## config.mk

```make
export PLATFORM = sky130hd
export DESIGN_NAME = dspalu
export DESIGN_NICKNAME = d
export VERILOG_FILES = /design/src/rtl/dspalu_pkg.sv /design/src/rtl/dspalu_srcsel.sv /design/src/rtl/dspalu_arith.sv /design/src/rtl/dspalu_word.sv /design/src/rtl/dspalu.sv
export SDC_FILE = /design/constraint.sdc
export NUM_CORES = 1
export LEC_CHECK = 0
export ABC_CLOCK_PERIOD_IN_PS = 10150
export BUFFER_PORTS_ARGS = -buffer_cell sky130_fd_sc_hd__buf_4
export CORE_UTILIZATION = 50
export CTS_CLUSTER_SIZE = 20
export DETAILED_ROUTE_END_ITERATION = 7
export PLACE_DENSITY = 0.69
export SLEW_MARGIN = 15
export SYNTH_ARGS = -nofsm -noshare
export SYNTH_HDL_FRONTEND = slang
export SYNTH_SLANG_ARGS = --single-unit
```

## constraint.sdc

```tcl
create_clock -name clk -period 10.15 [get_ports clk]
set_clock_uncertainty 0.1 [all_clocks]
set_input_delay 1.015 -clock clk [delete_from_list [all_inputs] [get_ports clk]]
set_output_delay 1.015 -clock clk [all_outputs]
set_load 0.01 [all_outputs]
```

## src/rtl/dspalu_pkg.sv

```systemverilog
`timescale 1ns/1ps
package dspalu_pkg;
  parameter int EXT_W  = 8;
  parameter int WORD_W = 24;
  localparam int ACC_W  = EXT_W + 2 * WORD_W;
  localparam int WIDE_W = ACC_W + 2;
  localparam int HI_LO  = WORD_W;
  localparam int HI_HI  = 2 * WORD_W - 1;

  typedef enum logic [4:0] {
    OP_ADD  = 5'd0,  OP_ADC  = 5'd1,  OP_SUB  = 5'd2,  OP_SBC  = 5'd3,
    OP_ADDL = 5'd4,  OP_ADDR = 5'd5,  OP_SUBL = 5'd6,  OP_SUBR = 5'd7,
    OP_ASL  = 5'd8,  OP_ASR  = 5'd9,  OP_LSL  = 5'd10, OP_LSR  = 5'd11,
    OP_ROL  = 5'd12, OP_ROR  = 5'd13, OP_AND  = 5'd14, OP_OR   = 5'd15,
    OP_EOR  = 5'd16, OP_NOT  = 5'd17, OP_CMP  = 5'd18, OP_CMPM = 5'd19,
    OP_CLR  = 5'd20, OP_TFR  = 5'd21
  } alu_op_e;

  typedef logic [ACC_W-1:0]  acc_t;
  typedef logic [WORD_W-1:0] word_t;

  typedef struct packed {
    logic c;
    logic v;
    logic z;
    logic n;
  } flags_t;

  typedef struct packed {
    acc_t   res;
    flags_t fl;
    logic   wr_acc;
    logic   wr_fl;
  } alu_out_t;

  // Opcodes served by the high-word unit.
  function automatic logic is_word_op(input logic [4:0] op);
    return (op >= OP_LSL) && (op <= OP_NOT);
  endfunction

  // Whole-accumulator arithmetic on a guard-extended exact value.
  function automatic alu_out_t arith_eval(input logic [4:0] op, input acc_t d,
                                          input acc_t s, input flags_t f);
    alu_out_t o;
    logic signed [WIDE_W-1:0] dw, sw, lw, ex;
    logic [ACC_W:0] uc;
    logic sub, cin;
    dw  = {{2{d[ACC_W-1]}}, d};
    sw  = {{2{s[ACC_W-1]}}, s};
    if (op == OP_CMPM) begin
      if (dw[WIDE_W-1]) dw = -dw;
      if (sw[WIDE_W-1]) sw = -sw;
    end
    lw = dw;
    if (op == OP_ADDL || op == OP_SUBL) lw = dw <<< 1;
    if (op == OP_ADDR || op == OP_SUBR) lw = dw >>> 1;
    sub = (op == OP_SUB) || (op == OP_SBC) || (op == OP_SUBL) ||
          (op == OP_SUBR) || (op == OP_CMP) || (op == OP_CMPM);
    cin = ((op == OP_ADC) || (op == OP_SBC)) ? f.c : 1'b0;
    if (sub) begin
      ex = lw - sw - {{(WIDE_W-1){1'b0}}, cin};
      uc = {1'b0, lw[ACC_W-1:0]} - {1'b0, sw[ACC_W-1:0]} - {{ACC_W{1'b0}}, cin};
    end else begin
      ex = lw + sw + {{(WIDE_W-1){1'b0}}, cin};
      uc = {1'b0, lw[ACC_W-1:0]} + {1'b0, sw[ACC_W-1:0]} + {{ACC_W{1'b0}}, cin};
    end
    o.res    = ex[ACC_W-1:0];
    o.fl.c   = uc[ACC_W];
    o.fl.v   = !((ex[WIDE_W-1] == ex[WIDE_W-2]) && (ex[WIDE_W-2] == ex[ACC_W-1]));
    o.wr_acc = !((op == OP_CMP) || (op == OP_CMPM));
    o.wr_fl  = 1'b1;
    case (op)
      OP_ASL: begin
        o.res  = {d[ACC_W-2:0], 1'b0};
        o.fl.c = d[ACC_W-1];
        o.fl.v = d[ACC_W-1] ^ d[ACC_W-2];
      end
      OP_ASR: begin
        o.res  = {d[ACC_W-1], d[ACC_W-1:1]};
        o.fl.c = d[0];
        o.fl.v = 1'b0;
      end
      OP_CLR: begin
        o.res  = '0;
        o.fl.c = f.c;
        o.fl.v = 1'b0;
      end
      OP_TFR: begin
        o.res   = s;
        o.wr_fl = 1'b0;
      end
      OP_ADD, OP_ADC, OP_SUB, OP_SBC, OP_ADDL, OP_ADDR, OP_SUBL, OP_SUBR,
      OP_CMP, OP_CMPM: ;
      default: begin
        o.wr_acc = 1'b0;
        o.wr_fl  = 1'b0;
      end
    endcase
    o.fl.z = (o.res == '0);
    o.fl.n = o.res[ACC_W-1];
    return o;
  endfunction

  // High-word operation; returns {new high word, new carry}.
  function automatic logic [WORD_W:0] word_eval(input logic [4:0] op, input word_t h,
                                                input word_t s, input logic cin);
    word_t r;
    logic  c;
    r = h;
    c = cin;
    case (op)
      OP_LSL: begin r = {h[WORD_W-2:0], 1'b0}; c = h[WORD_W-1]; end
      OP_LSR: begin r = {1'b0, h[WORD_W-1:1]}; c = h[0];        end
      OP_ROL: begin r = {h[WORD_W-2:0], cin};  c = h[WORD_W-1]; end
      OP_ROR: begin r = {cin, h[WORD_W-1:1]};  c = h[0];        end
      OP_AND: r = h & s;
      OP_OR:  r = h | s;
      OP_EOR: r = h ^ s;
      OP_NOT: r = ~h;
      default: ;
    endcase
    return {r, c};
  endfunction
endpackage

```

## src/rtl/dspalu_srcsel.sv

```systemverilog
`timescale 1ns/1ps
module dspalu_srcsel
  import dspalu_pkg::*;
(
  input  logic  src_sel,
  input  word_t src_word,
  input  acc_t  oth_acc,
  output acc_t  src_full,
  output word_t src_hi
);
  acc_t imm_full;
  assign imm_full = {{EXT_W{src_word[WORD_W-1]}}, src_word, {WORD_W{1'b0}}};
  assign src_full = src_sel ? oth_acc : imm_full;
  assign src_hi   = src_full[HI_HI:HI_LO];
endmodule

```

## src/rtl/dspalu_arith.sv

```systemverilog
`timescale 1ns/1ps
module dspalu_arith
  import dspalu_pkg::*;
(
  input  logic [4:0] op,
  input  acc_t       dst_acc,
  input  acc_t       src_full,
  input  flags_t     fl_in,
  output alu_out_t   out
);
  assign out = arith_eval(op, dst_acc, src_full, fl_in);
endmodule

```

## src/rtl/dspalu_word.sv

```systemverilog
`timescale 1ns/1ps
module dspalu_word
  import dspalu_pkg::*;
(
  input  logic [4:0] op,
  input  acc_t       dst_acc,
  input  word_t      src_hi,
  input  flags_t     fl_in,
  output alu_out_t   out
);
  logic [WORD_W:0] wres;
  word_t           new_hi;

  assign wres   = word_eval(op, dst_acc[HI_HI:HI_LO], src_hi, fl_in.c);
  assign new_hi = wres[WORD_W:1];

  always_comb begin
    out        = '0;
    out.res    = {dst_acc[ACC_W-1:HI_HI+1], new_hi, dst_acc[HI_LO-1:0]};
    out.fl.c   = wres[0];
    out.fl.v   = 1'b0;
    out.fl.z   = (new_hi == '0);
    out.fl.n   = new_hi[WORD_W-1];
    out.wr_acc = is_word_op(op);
    out.wr_fl  = is_word_op(op);
  end
endmodule

```

## src/rtl/dspalu.sv

```systemverilog
`timescale 1ns/1ps
module dspalu
  import dspalu_pkg::*;
(
  input  logic                    clk,
  input  logic                    rst_n,
  input  logic                    op_valid,
  input  logic [4:0]              op_code,
  input  logic                    dst_sel,
  input  logic                    src_sel,
  input  logic [WORD_W-1:0]       src_word,
  output logic [ACC_W-1:0]        acc_a,
  output logic [ACC_W-1:0]        acc_b,
  output logic                    flag_c,
  output logic                    flag_v,
  output logic                    flag_z,
  output logic                    flag_n
);
  acc_t     acc_a_q, acc_b_q, dst_acc, oth_acc, src_full;
  word_t    src_hi;
  flags_t   fl_q;
  alu_out_t ar_out, wd_out, sel_out;
  logic     logic_sel, upd_a, upd_b, upd_fl;

  assign dst_acc = dst_sel ? acc_b_q : acc_a_q;
  assign oth_acc = dst_sel ? acc_a_q : acc_b_q;

  dspalu_srcsel u_src (
    .src_sel (src_sel),
    .src_word(src_word),
    .oth_acc (oth_acc),
    .src_full(src_full),
    .src_hi  (src_hi)
  );

  dspalu_arith u_arith (
    .op      (op_code),
    .dst_acc (dst_acc),
    .src_full(src_full),
    .fl_in   (fl_q),
    .out     (ar_out)
  );

  dspalu_word u_word (
    .op     (op_code),
    .dst_acc(dst_acc),
    .src_hi (src_hi),
    .fl_in  (fl_q),
    .out    (wd_out)
  );

  assign logic_sel = is_word_op(op_code);
  assign sel_out   = logic_sel ? wd_out : ar_out;
  assign upd_a     = op_valid && sel_out.wr_acc && !dst_sel;
  assign upd_b     = op_valid && sel_out.wr_acc &&  dst_sel;
  assign upd_fl    = op_valid && sel_out.wr_fl;

  always_ff @(posedge clk) begin
    if (!rst_n) begin
      acc_a_q <= '0;
      acc_b_q <= '0;
      fl_q    <= '0;
    end else begin
      if (upd_a)  acc_a_q <= sel_out.res;
      if (upd_b)  acc_b_q <= sel_out.res;
      if (upd_fl) fl_q    <= sel_out.fl;
    end
  end

  assign acc_a  = acc_a_q;
  assign acc_b  = acc_b_q;
  assign flag_c = fl_q.c;
  assign flag_v = fl_q.v;
  assign flag_z = fl_q.z;
  assign flag_n = fl_q.n;
endmodule

```

==> results.md <==
- Outcome: complete, no violations
- Top cell family by delay on the critical path: simple AND/OR/NAND/NOR gates
- CTS tree: yes
- Ys async rst share: 0%
- Slowest-stage cell, CP: a2111oi_1
- Worst Setup EP: flag_z
- Synthesized instance count: 3352
- Max-cap check violation count: 0
- Worst path bufs/invs: 2
- Critical path depth: 27
- Met3 usage: 14.2%
- Clock Path Buffers: 2
- Crit path capture type: flop
- Sw Share: 51.3%
- Worst Reg-to-Reg Cells: 25
- Busiest metal layer after global routing: met1
- Worst flop-to-flop path endpoint: flag_z
- Reg power frac: 16.7%
- Gr usage total: 42.8%
- Post-Syn Area: 22600 sq um
- Crit-path max cell delay: 0.66 ns
- Critical Path RT: 10.44 ns
- Syn nets: 3591
- First-pass GRT wire length: 152 mm
- Maximum VDD drop: 0.000136 V
- # setup viols final: 0
- Yosys top cell by area: ha_1
- Via count: 26863
- Layout area overhead: 8.91%
- CTS H-tree lvls: 4
- Int Pwr: 1.54 mW
- CTS Root Cell: clkbuf_16
- Final ANT Viol Nets: 0
- Synth area leaders: ha_1 11%, dfxtp_1 10%, a21oi_1 8.7%
- Die Ht: 215 um
- Worst-path clk slew: 0.07 ns
- Vias per std cell: 6.77
- Synth top cells by count: 420 x nor2_1, 393 x a21oi_1, 323 x nand2_1, 201 x ha_1, 193 x inv_1
- Final Wtd Congestion: 1.04
- Netlist cell types: 105
- Total leakage power: 10.3 nW
- # rows: 77
- Worst hold path depth: 2
- Cell mode on critical path: nand2_1
- Clock sink count: 116
- Crit Path Max Fanout: 73
- Hold-fix buffers at CTS: 0
- Grt met1 use: 66.3%
- HPWL after detailed placement: 81.3 mm
- Multi-input gate area: 18700 sq um
- Critical path arrival: 9.33 ns
- Met2 GRT Util: 55.6%
- Ports: 150
- Final net count: 3600
- Core area: 44400 sq um
- Clock power frac: 19.5%
- Critical path origin: dst_sel
- Sw Pwr: 1.63 mW
- WL/cell: 26.0 um
- Initial antenna violation count: 1
- Slew headroom: 9.83%
- Comb pwr share: 63.8%
- Synth top area share: 11.1%
- Skew-Pair Late Insertion Delay: 0.44 ns
- Largest net degree at the start of global routing: 85
- Seq/Total Area, Yosys: 10.3%
- WL final: 103 mm
- WS Path Type: primary input to flop
- Worst hold-check path type: flop to flop
- Most numerous cell in the Yosys netlist: nor2_1
- FILL cells: 4353
- CTS Buf Count: 17
- PortBufs: 149
- #FFs+latches synth: 116
- Main synth FF type: dfxtp_1
- Die W: 215 um
- Synthesis warning total: 0
- DP Cell Count: 3934
- Register area: 2320 sq um
- Worst Tran Pin Value: 1.34 ns
- Startpoint types: primary input
- Placed cell areas: 24100 sq um
- Final Hold Fails: 0
- DRT Pass-1 Iters: 7
- Design area: 24700 sq um
- Vias in the first global route: 23846
- Overall Power: 3.17 mW
- Period utilization: 89.1%
- Setup_tns: 0 ns
- Mean Syn Cell Area: 6.75 sq um
- Initial Util: 51.0%
- Final Max Slew Viols: 0
- Pwr dens: 129 nW/um^2
- RR Startpoint: acc_a[0]
- RSZ-0062 raised after global routing: false
- Resized cells post-CTS: 0
- Max Clock Freq: 0.111 GHz
- Pre-CTS setup slack: 1.05 ns
- Total gr overflow: 0
- # Post-CTS Setup Buffers: 0
- DR DRC count: 0
- Fin worst setup slack: 1.10 ns
- R2R Setup Slk: 2.24 ns
- Final min period: 9.05 ns
- Post-synth EDFFs: 0
- Fin cells: 3967
- Die area: 46100 sq um
- DRT iter0 DRCs: 4437
- Share of layout cells above drive strength 1: 10.9%
[layout by cell type, fill, tap and decap left out, types with 19 or more instances in the layout]
cell type | synthesis | final
o21a_1 | 20 | 20
nand2b_1 | 28 | 27
a221oi_1 | 33 | 33
and2_1 | 30 | 29
nand4_1 | 47 | 47
o22ai_1 | 31 | 31
xor2_1 | 42 | 42
xnor2_1 | 163 | 163
mux2_2 | 43 | 43
a21oi_1 | 393 | 392
nand2_1 | 323 | 322
mux2i_1 | 112 | 112
ha_1 | 201 | 201
dfxtp_1 | 116 | 116
and3_1 | 30 | 29
inv_1 | 193 | 192
o221ai_1 | 25 | 25
a21o_1 | 69 | 69
o211ai_1 | 30 | 30
nor2_1 | 420 | 416
a31oi_1 | 48 | 48
nor4_1 | 19 | 19
o21ai_0 | 172 | 172
mux2i_2 | 19 | 19
buf_4 | 4 | 206
nor3_1 | 88 | 87
nand3_1 | 66 | 66
a211oi_1 | 75 | 75
[registers in the layout, indices dropped and copies added (netlist names)]
register,count
acc_a,56
flag_c,1
flag_z,1
flag_n,1
acc_b,56
flag_v,1
[final cells by class]
type                    count  share of cell area, %
multi-input cells        2820                   75.7
flip-flops and latches    116                   9.42
repair buffers            208                   6.40
inverters                 198                   3.01
well taps                 592                   3.00
clock buffers              21                   1.91
clock inverters            11                  0.508
diodes                      1                 0.0102
[worst register-to-register path, stage by stage, from the launching register on]
cell	delay, ns
dfxtp_1	0.41
mux2_2	0.32
nand2_1	0.23
ha_1	0.22
and2_1	0.17
a21boi_2	0.34
nand2_1	0.17
nor3_2	0.48
nand3_1	0.30
nor3_1	0.39
o211ai_1	0.15
a21oi_1	0.19
xor2_1	0.45
ha_1	0.44
ha_1	0.48
nand3_1	0.17
nor2_1	0.25
nand2_1	0.16
a2111oi_1	0.66
or2_1	0.29
xor2_1	0.11
o221a_1	0.28
or4_1	0.53
nor4_1	0.23
and4bb_1	0.23
a211o_1	0.11
[per-layer routing]
metal / wire length, um / vias to the layer above
met2: 38000 / 1982
met3: 16200 / 156
met5: 0 / -
met4: 1910 / 0
met1: 47200 / 12607
li1: - / 12118
[power by group through the flow]
| stage | Combinational, mW | Sequential (mW) | Clock (mW) |
|---|---|---|---|
| detailed placement | 1.90 | 0.536 | 0 |
| global placement | 1.88 | 0.534 | 0 |
| finish | 2.02 | 0.529 | 0.618 |
| floorplan | 1.28 | 0.534 | 0 |
| CTS | 1.92 | 0.526 | 0.617 |
| global route | 2.13 | 0.531 | 0.635 |
[through the flow]
| step | hold WS, ns | utilization (%) |
|---|---|---|
| after global placement | 0.375 | 54.2 |
| final | 0.397 | 55.5 |
| after global routing | 0.412 | 55.5 |
| after CTS | 0.394 | 55.5 |
| after floorplan | 0.386 | - |
| after detailed placement | 0.389 | 54.2 |
[cells by family (layout without fill, tap and decap cells)]
family | after synthesis | count (layout) | synth area share, %
other | 0 | 1 | 0
AO/OA/AOI/OAI | 1069 | 1069 | 29.9
XOR/XNOR | 205 | 205 | 7.93
buffers and inverters | 416 | 438 | 7.44
adder cells (fa/ha/maj) | 216 | 216 | 12.0
flip-flops | 116 | 116 | 10.3
multiplexers | 182 | 182 | 9.04
AND/OR/NAND/NOR | 1148 | 1148 | 23.5
[worst min path at each step]
| stage | endpoint | startpoint |
|---|---|---|
| after global placement | acc_a[45] | acc_a[45] |
| final | acc_a[45] | acc_a[45] |
| after global routing | acc_a[45] | acc_a[45] |
| after floorplan | flag_v | flag_v |
| after CTS | acc_a[45] | acc_a[45] |
| after detailed placement | acc_a[45] | acc_a[45] |
(Power assumes the default switching activity.)
